[src/rtl/tmr_pkg.sv]
package tmr_pkg;
   localparam int ADDR_W = 3;
   localparam int DIV_W  = 3;
   localparam int SEL_W  = 2;
   localparam int CTRL_W = DIV_W + SEL_W;

   localparam logic [ADDR_W-1:0] A_CTRL   = 3'd0;
   localparam logic [ADDR_W-1:0] A_CNT_HI = 3'd1;
   localparam logic [ADDR_W-1:0] A_CNT_LO = 3'd2;
   localparam logic [ADDR_W-1:0] A_LIM_HI = 3'd3;
   localparam logic [ADDR_W-1:0] A_LIM_LO = 3'd4;

   typedef struct packed {
      logic [SEL_W-1:0] run_sel;
      logic [DIV_W-1:0] div_sel;
   } tmr_ctrl_t;
endpackage

[src/rtl/tmr_prescaler.sv]
module tmr_prescaler #(
   parameter int SEL_BITS = 3
) (
   input  logic                clk,
   input  logic                rst_n,
   input  logic                en,
   input  logic                clr,
   input  logic [SEL_BITS-1:0] div_sel,
   output logic                tick
);
   localparam int PW = (1 << SEL_BITS) - 1;

   initial assert (SEL_BITS >= 1 && SEL_BITS <= 4)
      else $error("tmr_prescaler: SEL_BITS out of range");

   logic [PW-1:0] pq;
   logic [PW:0]   lim;
   logic [PW:0]   lim_m1;
   logic [PW-1:0] mask;

   always_comb begin
      lim    = (PW+1)'(1) << div_sel;
      lim_m1 = lim - (PW+1)'(1);
      mask   = lim_m1[PW-1:0];
   end

   assign tick = en && (pq >= mask);

   always_ff @(posedge clk or negedge rst_n) begin
      if (!rst_n)      pq <= '0;
      else if (clr)    pq <= '0;
      else if (en)     pq <= tick ? '0 : pq + PW'(1);
   end
endmodule

[src/rtl/tmr_counter.sv]
module tmr_counter #(
   parameter int CNT_W = 16
) (
   input  logic             clk,
   input  logic             rst_n,
   input  logic             tick,
   input  logic             clr,
   input  logic [CNT_W-1:0] top,
   output logic [CNT_W-1:0] cnt,
   output logic             wrap
);
   always_ff @(posedge clk or negedge rst_n) begin
      if (!rst_n) begin
         cnt  <= '0;
         wrap <= 1'b0;
      end else begin
         wrap <= 1'b0;
         if (clr) begin
            cnt <= '0;
         end else if (tick) begin
            if (cnt == top) begin
               cnt  <= '0;
               wrap <= 1'b1;
            end else begin
               cnt <= cnt + CNT_W'(1);
            end
         end
      end
   end
endmodule

[src/rtl/tmr_rd_latch.sv]
module tmr_rd_latch #(
   parameter int DATA_W = 8,
   parameter int CNT_W  = 16
) (
   input  logic              clk,
   input  logic              rst_n,
   input  logic              freeze,
   input  logic              rd_hi,
   input  logic              rd_lo,
   input  logic              clr,
   input  logic [CNT_W-1:0]  live,
   output logic [DATA_W-1:0] hi_byte,
   output logic [DATA_W-1:0] lo_byte,
   output logic              valid,
   output logic              first_hi
);
   logic [CNT_W-1:0] snap_q;
   logic             use_snap;

   assign use_snap = valid && !freeze;
   assign hi_byte  = use_snap ? snap_q[CNT_W-1:DATA_W] : live[CNT_W-1:DATA_W];
   assign lo_byte  = use_snap ? snap_q[DATA_W-1:0]     : live[DATA_W-1:0];

   always_ff @(posedge clk or negedge rst_n) begin
      if (!rst_n) begin
         snap_q   <= '0;
         valid    <= 1'b0;
         first_hi <= 1'b0;
      end else if (clr) begin
         valid <= 1'b0;
      end else if (!freeze && (rd_hi || rd_lo)) begin
         if (!valid) begin
            snap_q   <= live;
            valid    <= 1'b1;
            first_hi <= rd_hi;
         end else if ((rd_hi && !first_hi) || (rd_lo && first_hi)) begin
            valid <= 1'b0;
         end
      end
   end
endmodule

[src/rtl/tmr16_byte.sv]
module tmr16_byte
   import tmr_pkg::*;
#(
   parameter int DATA_W = 8,
   parameter int CNT_W  = 16
) (
   input  logic              clk,
   input  logic              rst_n,
   input  logic              freeze_i,
   input  logic [ADDR_W-1:0] bus_addr_i,
   input  logic              bus_wr_i,
   input  logic              bus_rd_i,
   input  logic [DATA_W-1:0] bus_wdata_i,
   output logic [DATA_W-1:0] bus_rdata_o,
   output logic              wrap_o
);
   localparam int NLANE = CNT_W / DATA_W;

   initial assert (CNT_W == 2 * DATA_W)
      else $error("tmr16_byte: count must be exactly two bytes wide");
   initial assert (DATA_W >= CTRL_W)
      else $error("tmr16_byte: data bus narrower than control byte");

   logic wr_ctrl, cnt_wr, rd_hi, rd_lo;
   assign wr_ctrl = bus_wr_i && (bus_addr_i == A_CTRL);
   assign cnt_wr  = bus_wr_i && ((bus_addr_i == A_CNT_HI) || (bus_addr_i == A_CNT_LO));
   assign rd_hi   = bus_rd_i && (bus_addr_i == A_CNT_HI);
   assign rd_lo   = bus_rd_i && (bus_addr_i == A_CNT_LO);

   tmr_ctrl_t ctrl_q;
   always_ff @(posedge clk or negedge rst_n) begin
      if (!rst_n)       ctrl_q <= '0;
      else if (wr_ctrl) ctrl_q <= tmr_ctrl_t'(bus_wdata_i[CTRL_W-1:0]);
   end

   logic [CNT_W-1:0] lim_flat;
   for (genvar b = 0; b < NLANE; b++) begin : g_lim
      localparam logic [ADDR_W-1:0] LANE_A = A_LIM_LO - ADDR_W'(b);
      logic [DATA_W-1:0] q;
      always_ff @(posedge clk or negedge rst_n) begin
         if (!rst_n)                                   q <= '0;
         else if (bus_wr_i && (bus_addr_i == LANE_A))  q <= bus_wdata_i;
      end
      assign lim_flat[b*DATA_W +: DATA_W] = q;
   end

   logic [CNT_W-1:0] top_val;
   assign top_val = (lim_flat == '0) ? '1 : lim_flat;

   logic run, tick;
   assign run = (|ctrl_q.run_sel) && !freeze_i;

   tmr_prescaler #(.SEL_BITS(DIV_W)) i_pre (
      .clk     (clk),
      .rst_n   (rst_n),
      .en      (run),
      .clr     (cnt_wr),
      .div_sel (ctrl_q.div_sel),
      .tick    (tick)
   );

   logic [CNT_W-1:0] cnt_q;
   tmr_counter #(.CNT_W(CNT_W)) i_cnt (
      .clk   (clk),
      .rst_n (rst_n),
      .tick  (tick),
      .clr   (cnt_wr),
      .top   (top_val),
      .cnt   (cnt_q),
      .wrap  (wrap_o)
   );

   logic [DATA_W-1:0] hi_byte, lo_byte;
   logic lat_valid, lat_first_hi, lat_clr;
   assign lat_clr = cnt_wr || (freeze_i && wr_ctrl);

   tmr_rd_latch #(.DATA_W(DATA_W), .CNT_W(CNT_W)) i_lat (
      .clk      (clk),
      .rst_n    (rst_n),
      .freeze   (freeze_i),
      .rd_hi    (rd_hi),
      .rd_lo    (rd_lo),
      .clr      (lat_clr),
      .live     (cnt_q),
      .hi_byte  (hi_byte),
      .lo_byte  (lo_byte),
      .valid    (lat_valid),
      .first_hi (lat_first_hi)
   );

   always_comb begin
      case (bus_addr_i)
         A_CTRL:   bus_rdata_o = DATA_W'(ctrl_q);
         A_CNT_HI: bus_rdata_o = hi_byte;
         A_CNT_LO: bus_rdata_o = lo_byte;
         A_LIM_HI: bus_rdata_o = lim_flat[CNT_W-1:DATA_W];
         A_LIM_LO: bus_rdata_o = lim_flat[DATA_W-1:0];
         default:  bus_rdata_o = '0;
      endcase
   end
endmodule

[config.mk]
export PLATFORM = sky130hd
export DESIGN_NAME = tmr16_byte
export DESIGN_NICKNAME = d
export VERILOG_FILES = /design/src/rtl/tmr_pkg.sv /design/src/rtl/tmr_prescaler.sv /design/src/rtl/tmr_counter.sv /design/src/rtl/tmr_rd_latch.sv /design/src/rtl/tmr16_byte.sv
export SDC_FILE = /design/constraint.sdc
export NUM_CORES = 1
export LEC_CHECK = 0
export ABC_CLOCK_PERIOD_IN_PS = 3100
export BUFFER_PORTS_ARGS = -buffer_cell sky130_fd_sc_hd__buf_2
export CORE_MARGIN = 8
export CORE_UTILIZATION = 61
export CTS_CLUSTER_SIZE = 40
export DETAILED_ROUTE_END_ITERATION = 10
export PLACE_DENSITY_LB_ADDON = 0.3
export SLEW_MARGIN = 30
export SYNTH_ARGS = -nofsm -noshare
export SYNTH_HDL_FRONTEND = slang
export SYNTH_HIERARCHICAL = 1
export SYNTH_SLANG_ARGS = --single-unit
export TNS_END_PERCENT = 20
[constraint.sdc]
create_clock -name clk -period 3.1 [get_ports clk]
set_input_delay 0.31 -clock clk [delete_from_list [all_inputs] [get_ports clk]]
set_output_delay 0.31 -clock clk [all_outputs]
set_load 0.01 [all_outputs]
==> summary.md, run 1 <==
| Metric | Value |
|---|---|
| Status | finished, final reports clean |
| Syn Nets | roughly 410 |
| FF/Latch Area | 1580 um^2 |
| Average size of a mapped cell | around 11 um^2 |
| Largest family of logic cells by synthesized area | simple AND/OR/NAND/NOR gates |
| Final worst path period need | between 2 and 3 ns |
| RD Place Congestion | between 0.8 and 0.9 |
| Worst slew pin tran | approximately 0.9 ns |
| H-tree depth | 3 |
| Worst Path Required | 3.35 ns |
| Initial antenna violation count | 0 |
| Layout area overhead | 9.62% |
| Setup bufs post-CTS | 0 |
| Synth Warn # | 6 |
| F_max | 355 MHz |
| Root buffer cell | clkbuf_8 |
| Area of the multi-input gates | about 2400 um^2 |
| # hold bufs at CTS | 0 |
| Simple-gate share of the synthesized area | a little over a fifth |
| Crit path from | ctrl_q[1]$_DFFE_PN0P_ |
| Top_reg_cell synth | dfrtp_1 |
| CP max-delay cell | or4b_1 |
| Port Buffers | 24 |
| # setup viols final | 0 |
| Critical Path AT | around 3.1 ns |
| Slew margin rel. | roughly two fifths |
| Tot GR Track Use | a little over a fifth |
| Global-route wire length before repair | between 15000 and 20000 um |
| Routed vias/inst | 6.29 |
| Fin Setup TNS | 0 ns |
| Dpl hpwl | 6740 um |
| Worst path cell trace | or3_1, ha_1, nand2b_4, a2111oi_4, o21ai_2, buf_4, nand2_1, or4b_1, o21ai_0 |
| FP Rows | 30 |
| Multiplexer area fraction after synthesis | slightly below 20% |
| R2R Setup Slk | roughly 0.28 ns |
| Async SR Flop Fraction | 100% |
| Worst hold path type | in -> async |
| Post-DRT Antenna Nets | 0 |
| Unrepaired setup endpoints after global routing | no |
| Synth top area share | about two fifths |
| CP startpoint kind | flop |
| Post-synthesis xor/xnor area fraction | ~4.2% |
| Number of buffers created by CTS | 9 |
| DR WL/cell | 19.2 um |
| Largest cells by area after synthesis | dfrtp_1 38%, mux2_2 6.5%, mux2_1 5.4%, xor2_1 4.0%, mux2i_1 3.9% |
| Max Root-Sink Buffers | 2 |
| Starting density of the core | between 60 and 70% |
| DRC Markers | 0 |
| Drt first pass iters | 4 |
| I/O pin cnt | 25 |
| CP peak stage delay | 0.51 ns |
| Complex-gate fraction of the synthesized area | around 9.7% |
| Fin. Hold Viols | 0 |
| Vias | between 3000 and 4000 |
| Crit Reg-Reg Endpoint | i_cnt/cnt[3]$_DFFE_PN0P_ |
| Crit. End Element | flop |
| DIE WIDTH | 98.3 um |
| CTS resizes | 0 |
| Leakage | between 2 and 2.5 nW |
| Synthesized flop and latch total | between 60 and 70 |
| Maximum vdd ir drop | 432 uV |
| Post-synthesis adder-cell area fraction | under 10% |
| Critical path class | reg -> reg |
| CTS sink cnt | between 60 and 70 |
| Clk slew on worst S/H paths | around 0.07 ns |
| Post-layout util | approximately 68% |
| CTS tree | yes |
| Fin. max-slew vios | 0 |
| Worst-skew pair later-pin latency | between 0.3 and 0.4 ns |
| Filler Cell Count | 497 |
| Die area | between 9000 and 10000 um^2 |
| MaxCap Viol Count | 0 |
| DRT Wirelength | approximately 9500 um |
| Clk_skew | ~0.010 ns |
| Synthesized cell area | a little over 4000 um^2 |
| Reg2Reg Depth | 9 |
| Count of cell types in the netlist | between 60 and 70 |
| Pwr dens | 670 nW/um^2 |
| Share of cells above drive strength 1 | a little under a quarter |
| Remaining global-route overflow | 0 |
| Starting DRT DRC Count | 254 |
| Largest net degree at the start of global routing | 64 |
| ANT cells | 0 |
| Post-synth EDFFs | 0 |
| Tcrit/Tclk final | between 90% and 100% |
| Vias in the first global route | ~3200 |
| Largest area contributor in the netlist | dfrtp_1 |
| Layout Nets | 436 |
| Synthesized netlist cell count | between 300 and 400 |
| Maximum net fanout on the critical path | 12 |
| Core area | 6680 um^2 |
| Reg-to-reg startpoint | ctrl_q[1]$_DFFE_PN0P_ |
| Die H | between 90 and 100 um |
| Sequential fraction of the synthesis area | about two fifths |
-- registers in the layout (all words and copies together), names as in the netlist --
signal          cells
ctrl_q              5
g_lim.q            16
i_cnt/cnt          16
i_cnt/wrap          1
i_lat/first_hi      1
i_lat/snap_q       16
i_lat/valid         1
i_pre/pq            7
-- metal layers --
layer,wire [um],global-route usage (%),vias to the layer above
li1,-,-,1471
met1,4420,27.6,1564
met2,4520,33.1,75
met3,468,4.34,11
met4,114,7.08,0
met5,0,0,-
-- worst max-delay path by stage --
| stage | to | slack [ns] | cells after the start |
|---|---|---|---|
| floorplan | i_cnt/cnt[9]$_DFFE_PN0P_ | 0.62 | 8 |
| global placement | i_cnt/cnt[3]$_DFFE_PN0P_ | 0.42 | 9 |
| detailed placement | i_cnt/cnt[3]$_DFFE_PN0P_ | 0.31 | 9 |
| CTS | i_cnt/cnt[3]$_DFFE_PN0P_ | 0.28 | 9 |
| global route | i_cnt/cnt[3]$_DFFE_PN0P_ | 0.004 | 9 |
| finish | i_cnt/cnt[3]$_DFFE_PN0P_ | 0.28 | 9 |
-- logic make-up (layout without fill, tap and decap cells) --
logic type / count (synthesis) / after routing
compound gates: 55 / 55
simple gates: 147 / 147
flops: 63 / 63
mux: 70 / 70
fa+ha+maj: 9 / 9
buf+inv: 25 / 52
xor+xnor: 20 / 20
-- through the flow --
stage               std cells  cell area, um^2  worst slack, ns  total power [mW]  hold slack (ns)
CTS                       496             4530            0.284              3.05            0.166
detailed placement        480             4270            0.308              2.10            0.478
floorplan                 389             4140            0.623              1.84           0.0144
global route              496             4530          0.00368              3.22            0.203
global placement          480             4270            0.416              2.05            0.466
finish                    496             4530            0.280              3.04            0.145
-- cells in the final DEF (no fill, tap or decap), drive strengths merged, types with 4 or more instances in the layout --
cell type / n
nor4: 8
mux2i: 16
a31oi: 4
or2b: 10
nor3: 8
inv: 5
bufinv: 4
a21o: 7
o22ai: 9
nand3: 12
xor2: 19
nor2: 22
o21ai: 8
nand2: 23
nand2b: 20
and4: 6
a21oi: 10
o211ai: 5
buf: 31
nand4: 12
dfrtp: 63
mux2: 54
clkbuf: 10
and3: 6
ha: 9
nor2b: 7
-- cell usage after synthesis, types with 9 or more instances --
| cell type | instances |
|---|---|
| dfrtp_1 | 63 |
| mux2_2 | 24 |
| nand2_1 | 22 |
| mux2_1 | 20 |
| nand2b_1 | 19 |
| nor2_1 | 19 |
| xor2_1 | 19 |
| mux2i_1 | 16 |
| nand3_1 | 12 |
| mux2_4 | 10 |
| nand4_1 | 10 |
| or2b_1 | 10 |
| ha_1 | 9 |
| o22ai_1 | 9 |
-- where the power goes --
part           internal [mW]  total (mW)  switching, mW
combinational          0.443       0.879          0.436
sequential             0.991        1.22          0.229
clock                  0.614       0.940          0.325
-- area by class of cell --
cell class / instances / share of cell area, %
timing repair buffer: 31 / 3.81
clock inverter: 6 / 2.93
tap: 80 / 2.21
multi-input combinational: 301 / 53.1
inverter: 5 / 0.414
clock buffer: 10 / 2.82
sequential: 63 / 34.8
-- critical path: cells and delay by family (launching register included) --
kind,cells,cell delay [ns]
and+or+nand+nor,4,1.13
AOI/OAI and AO/OA,3,0.63
DFF,1,0.45
adders and majority gates,1,0.28
buffers and inverters,1,0.25
No activity file was read; power rests on OpenSTA's default activity.
==> inputs of run 2 (changes only) <==
--- a/config.mk
+++ b/config.mk
@@ -11,7 +11,9 @@
 export CORE_UTILIZATION = 61
 export CTS_CLUSTER_SIZE = 40
 export DETAILED_ROUTE_END_ITERATION = 10
+export HOLD_SLACK_MARGIN = 0.02
 export PLACE_DENSITY_LB_ADDON = 0.3
+export SETUP_SLACK_MARGIN = 0.5
 export SLEW_MARGIN = 30
 export SYNTH_ARGS = -nofsm -noshare
 export SYNTH_HDL_FRONTEND = slang
==> run 2 against run 1 <==
Effect of this change: global-route usage increased by 0.090 points; fmax up 11%; flip-flop and latch count is the same; utilization up 1.7 points; largest cell class unchanged; via count grew 2.9%; clock skew increased by 0.00060 ns; critical path type unchanged; final cell count grew 1.8%; critical endpoint unchanged.
==> summary.md, run 2 (synthesized netlist as in run 1, its figures left out) <==
| Metric | Value |
|---|---|
| Pre-CTS setup slack | around 0.31 ns |
| Clk_skew | 0.0107 ns |
| CP startpoint kind | flop |
| Maximum vdd ir drop | roughly 440 uV |
| I/O pin cnt | 25 |
| Crit. End Element | flop |
| Fin. max-slew vios | 0 |
| Leakage | between 2 and 2.5 nW |
| Slew margin rel. | between 40% and 50% |
| Filler Cell Count | 480 |
| Vias | between 3000 and 4000 |
| Largest registers | g_lim.q (16), i_cnt/cnt (16), i_lat/snap_q (16) |
| Remaining global-route overflow | 0 |
| CTS tree | yes |
| Vias in the first global route | between 3000 and 4000 |
| DRT Wirelength | 9800 um |
| Starting DRT DRC Count | roughly 230 |
| Maximum net fanout on the critical path | 8 |
| Largest net degree at the start of global routing | 64 |
| Share of cells above drive strength 1 | between 20 and 30% |
| Routed vias/inst | 6.36 |
| Pwr dens | just under 700 nW/um^2 |
| Worst-skew pair later-pin latency | approximately 0.34 ns |
| H-tree depth | 3 |
| Layout area overhead | 12.4% |
| Fin Setup TNS | 0 ns |
| Max Root-Sink Buffers | 2 |
| Final worst path period need | approximately 2.5 ns |
| ANT cells | 0 |
| Port Buffers | 24 |
| DIE WIDTH | around 98 um |
| Tcrit/Tclk final | about four fifths |
| Fin. Hold Viols | 0 |
| Most frequent cells in the layout | 61 x dfrtp_1, 24 x mux2_2, 24 x buf_2, 21 x nand2_1, 20 x mux2_1 |
| CTS sink cnt | 63 |
| Layout Nets | around 450 |
| Starting density of the core | 61.9% |
| Critical Path AT | between 2 and 3 ns |
| Unrepaired setup endpoints after global routing | yes |
| Initial antenna violation count | 0 |
| Clk slew on worst S/H paths | about 0.07 ns |
| Design Area, Final | 4650 um^2 |
| Dpl hpwl | approximately 6700 um |
| # hold bufs at CTS | 0 |
| Worst hold path type | in -> async |
| Die area | a little under 10000 um^2 |
| FF/Latch Area | about 1600 um^2 |
| DR WL/cell | approximately 19 um |
| Status | finished, final reports clean |
| Drt first pass iters | 5 |
| RD Place Congestion | ~0.86 |
| Area of the multi-input gates | 2440 um^2 |
| Crit path from | ctrl_q[1]$_DFFE_PN0P_ |
| Area after DPL | roughly 4300 um^2 |
| Core area | 6680 um^2 |
| DRC Markers | 0 |
| MaxCap Viol Count | 0 |
| Worst path cell trace | or3_1, ha_1, nand2b_4, a2111oi_4, o21ai_4, buf_4, nand2_1, or4b_1, o21ai_0 |
| CP peak stage delay | 0.51 ns |
| Most common cell after layout, fill and taps aside | dfrtp_1 |
| Worst Path Required | approximately 3.4 ns |
| Die H | 98.3 um |
| Reg-to-reg startpoint | ctrl_q[1]$_DFFE_PN0P_ |
| Tot GR Track Use | a little over a fifth |
| Post-DRT Antenna Nets | 0 |
| Global-route wire length before repair | about 16000 um |
| Number of buffers created by CTS | 9 |
| CP max-delay cell | or4b_1 |
| F_max | 394 MHz |
| Critical path class | reg -> reg |
| Worst slew pin tran | slightly below 0.8 ns |
| Final worst slack | approximately 0.56 ns |
| FP Rows | 30 |
| Root buffer cell | clkbuf_8 |
| # setup viols final | 0 |
run 2: cell count changes in the layout (fill, tap and decap cells not counted), moves of 2 or more:
cell / previous run / this run
nor4_1: 5 / 2
dfrtp_1: 63 / 61
dfrtp_2: 0 / 2
nor4_2: 3 / 6
buf_4: 7 / 15
run 2: worst max-delay path, delay by kind of cell (launching register included):
kind            cells  cell delay [ns]
simple gates        4             1.11
flops               1             0.45
compound gates      3             0.39
fa+ha+maj           1             0.29
buf+inv             1             0.20
run 2: final timing paths:
path	cells past startpoint	slack, ns	endpoint
setup / recovery	9	0.56	i_cnt/cnt[3]$_DFFE_PN0P_
hold / removal	2	0.15	i_cnt/cnt[4]$_DFFE_PN0P_
setup reg to reg	9	0.56	i_cnt/cnt[3]$_DFFE_PN0P_
hold reg to reg	1	0.49	i_lat/snap_q[1]$_DFFE_PN0P_
max in group asynchronous	2	2.39	ctrl_q[1]$_DFFE_PN0P_
min in group clk	2	0.21	g_lim[0].q[6]$_DFFE_PN0P_
run 2: cell type report:
| class | count | area share [%] |
|---|---|---|
| well taps | 80 | 2.15 |
| clock buffers | 10 | 2.74 |
| clock inverters | 6 | 2.85 |
| flip-flops and latches | 63 | 34.0 |
| multi-input cells | 301 | 52.6 |
| repair buffers | 40 | 5.33 |
| inverters | 5 | 0.404 |
run 2: metal layers:
metal / global-route usage (%) / part of all wire (%) / vias to the layer above
met5: 0 / 0 / -
met4: 7.44 / 1.7 / 0
li1: - / - / 1490
met3: 4.34 / 4.8 / 19
met2: 33.0 / 48 / 102
met1: 27.8 / 46 / 1601
run 2: metrics by stage:
stage,hold WS [ns],cells,total power [mW],utilization (%)
floorplan,0.0144,389,1.84,-
global placement,0.466,480,2.05,64.0
detailed placement,0.478,480,2.10,64.0
CTS,0.166,498,3.06,68.3
global route,0.203,505,3.30,69.6
finish,0.147,505,3.13,69.6
run 2: timing repair:
item / CTS / global route
pin swaps: 1 / 3
resized for setup: 3 / 10
setup endpoints to repair: 16 / 15
setup buffers: 2 / 7
endpoints found under the hold margin: 0 / 0
run 2: power breakdown:
group	switching, mW	internal, mW	total (mW)
clock	0.324	0.614	0.939
sequential	0.234	0.991	1.22
combinational	0.467	0.497	0.965
==> inputs of run 3 (changes only) <==
--- a/config.mk
+++ b/config.mk
@@ -5,7 +5,7 @@
 export SDC_FILE = /design/constraint.sdc
 export NUM_CORES = 1
 export LEC_CHECK = 0
-export ABC_CLOCK_PERIOD_IN_PS = 3100
+export ABC_CLOCK_PERIOD_IN_PS = 2450
 export BUFFER_PORTS_ARGS = -buffer_cell sky130_fd_sc_hd__buf_2
 export CORE_MARGIN = 8
 export CORE_UTILIZATION = 61
==> constraint.sdc (replaced) <==
create_clock -name clk -period 2.45 [get_ports clk]
set_input_delay 0.245 -clock clk [delete_from_list [all_inputs] [get_ports clk]]
set_output_delay 0.245 -clock clk [all_outputs]
set_load 0.01 [all_outputs]
==> run 3 against run 2 <==
Effect of this change: the run now ends with setup timing left; utilization is 5.8 points higher; fmax increased by 2.8%; sequential power grew 24%; non-clock buffer count up 33; via count rose by 6.8%; first-iteration DRC count up 21%; clock power grew 9%; global-route usage is 2.1 points higher; critical path depth unchanged; setup slack got worse by 0.58 ns; combinational power is 64% higher; critical path type unchanged; highest routed layer unchanged.
==> summary.md, run 3 (synthesized netlist as in run 1, its figures left out) <==
| Metric | Value |
|---|---|
| Unrepaired setup endpoints after global routing | yes |
| Failing checks | setup timing |
| Buf+Inv Stages, Crit Path | 1 |
| Maximum vdd ir drop | between 600 and 700 uV |
| DIE WIDTH | about 100 um |
| Layout Nets | 479 |
| Dpl hpwl | around 7300 um |
| Worst Path Required | 2.71 ns |
| Worst hold path type | in -> reg |
| Fin. max-slew vios | 0 |
| Status | finished, violations left |
| DRC Markers | 0 |
| Worst-skew pair later-pin latency | between 0.3 and 0.4 ns |
| Crit. End Element | flop |
| Global-route wire length before repair | ~18000 um |
| Core area | 6680 um^2 |
| Critical path's top delay family | simple AND/OR/NAND/NOR gates |
| MaxCap Viol Count | 0 |
| Clk_skew | roughly 0.011 ns |
| Die H | ~98 um |
| Hold slack | around 0.14 ns |
| Maximum net fanout on the critical path | 7 |
| Largest net degree at the start of global routing | 26 |
| Fin. Hold Viols | 0 |
| Initial antenna violation count | 0 |
| Port Buffers | 24 |
| Largest registers | g_lim.q (16), i_cnt/cnt (16), i_lat/snap_q (16) |
| Pre-CTS setup slack | -0.0356 ns |
| # setup viols final | 1 |
| Number of buffers created by CTS | 9 |
| ANT cells | 0 |
| Die area | around 9700 um^2 |
| Share of cells above drive strength 1 | approximately 37% |
| Placed insts | 505 |
| Tcrit/Tclk final | 101% |
| Final worst path period need | ~2.5 ns |
| Starting DRT DRC Count | around 280 |
| Layout area overhead | 21.8% |
| Non-Filler Instances | between 500 and 600 |
| H-tree depth | 3 |
| CTS tree | yes |
| Critical path class | reg -> reg |
| DRT Wirelength | roughly 11000 um |
| Vias | 3431 |
| Fin Setup TNS | -0.0187 ns |
| Tot GR Track Use | 23.1% |
| CP startpoint kind | flop |
| Starting density of the core | about three fifths |
| Max Root-Sink Buffers | 2 |
| Worst path cell trace | or3_4, ha_4, nand2b_4, a2111oi_4, buf_4, o21ai_4, nand2_2, or4b_1, o21ai_1 |
| Vias in the first global route | about 3400 |
| Leakage | ~2.4 nW |
| Clk slew on worst S/H paths | ~0.080 ns |
| Critical Path AT | approximately 2.7 ns |
| CP peak stage delay | approximately 0.48 ns |
| Most frequent cells in the layout | 62 x dfrtp_1, 38 x buf_4, 25 x buf_2, 20 x mux2_2, 20 x mux2_4 |
| Worst slew pin tran | slightly above 0.6 ns |
| DR WL/cell | a little over 20 um |
| Most common cell after layout, fill and taps aside | dfrtp_1 |
| Root buffer cell | clkbuf_8 |
| F_max | 405 MHz |
| CTS sink cnt | 63 |
| Pwr dens | 817 nW/um^2 |
| Power, Total | around 4.1 mW |
| Post-DRT Antenna Nets | 0 |
| FP Rows | 30 |
| CP max-delay cell | or4b_1 |
| Routed vias/inst | roughly 6.4 |
| Remaining global-route overflow | 0 |
| Slew margin rel. | between 50% and 60% |
| Final worst slack | -0.0187 ns |
| Drt first pass iters | 5 |
| RD Place Congestion | ~0.87 |
| I/O pin cnt | 25 |
run 3: path summary, 6_finish.rpt:
kind | cells past startpoint | slack, ns | end | startpoint
max | 9 | -0.02 | i_cnt/cnt[3]$_DFFE_PN0P_ | ctrl_q[1]$_DFFE_PN0P_
min | 2 | 0.14 | g_lim[0].q[6]$_DFFE_PN0P_ | bus_wdata_i[6]
max reg2reg | 9 | -0.02 | i_cnt/cnt[3]$_DFFE_PN0P_ | ctrl_q[1]$_DFFE_PN0P_
min reg2reg | 1 | 0.50 | i_lat/snap_q[4]$_DFFE_PN0P_ | i_lat/snap_q[4]$_DFFE_PN0P_
max in group asynchronous | 3 | 1.21 | ctrl_q[1]$_DFFE_PN0P_ | rst_n
min in group asynchronous | 2 | 0.46 | i_cnt/cnt[13]$_DFFE_PN0P_ | rst_n
run 3: where the power goes:
| part | leakage, nW | total, mW | internal [mW] | switching, mW |
|---|---|---|---|---|
| Combinational | 1.53 | 1.58 | 0.823 | 0.761 |
| Clock | 0.110 | 1.02 | 0.601 | 0.420 |
| Sequential | 0.777 | 1.51 | 1.25 | 0.257 |
| Total | 2.42 | 4.12 | 2.68 | 1.44 |
run 3: routing by layer:
layer	vias up	global-route usage [%]	wire length [um]
met4	0	8.62	225
met2	125	37.8	5520
li1	1560	-	-
met5	-	0	0
met1	1725	29.3	4840
met3	21	4.62	570
run 3: repair_timing:
action | CTS | global route
setup buffers | 13 | 2
hold endpoints to repair | 23 | 0
pin swaps | 25 | 24
setup endpoints to repair | 32 | 32
gates resized for setup | 36 | 13
hold buffers | 1 | 0
cloned | 2 | 0
run 3: cell type report:
type | count | area, um^2
clock buffer | 11 | 141
clock inverter | 5 | 81.3
fill | 428 | 1640
inverter | 5 | 18.8
multi-input combinational | 302 | 2570
sequential | 63 | 1580
tap | 80 | 100
timing repair buffer | 73 | 543
run 3: per-stage QoR:
stage | util [%] | area (um^2)
6_report | 75.4 | 5040
5_1_grt | 75.4 | 5040
3_3_place_gp | 67.2 | 4490
3_5_place_dp | 67.2 | 4490
2_1_floorplan | - | 4170
4_1_cts | 74.3 | 4960
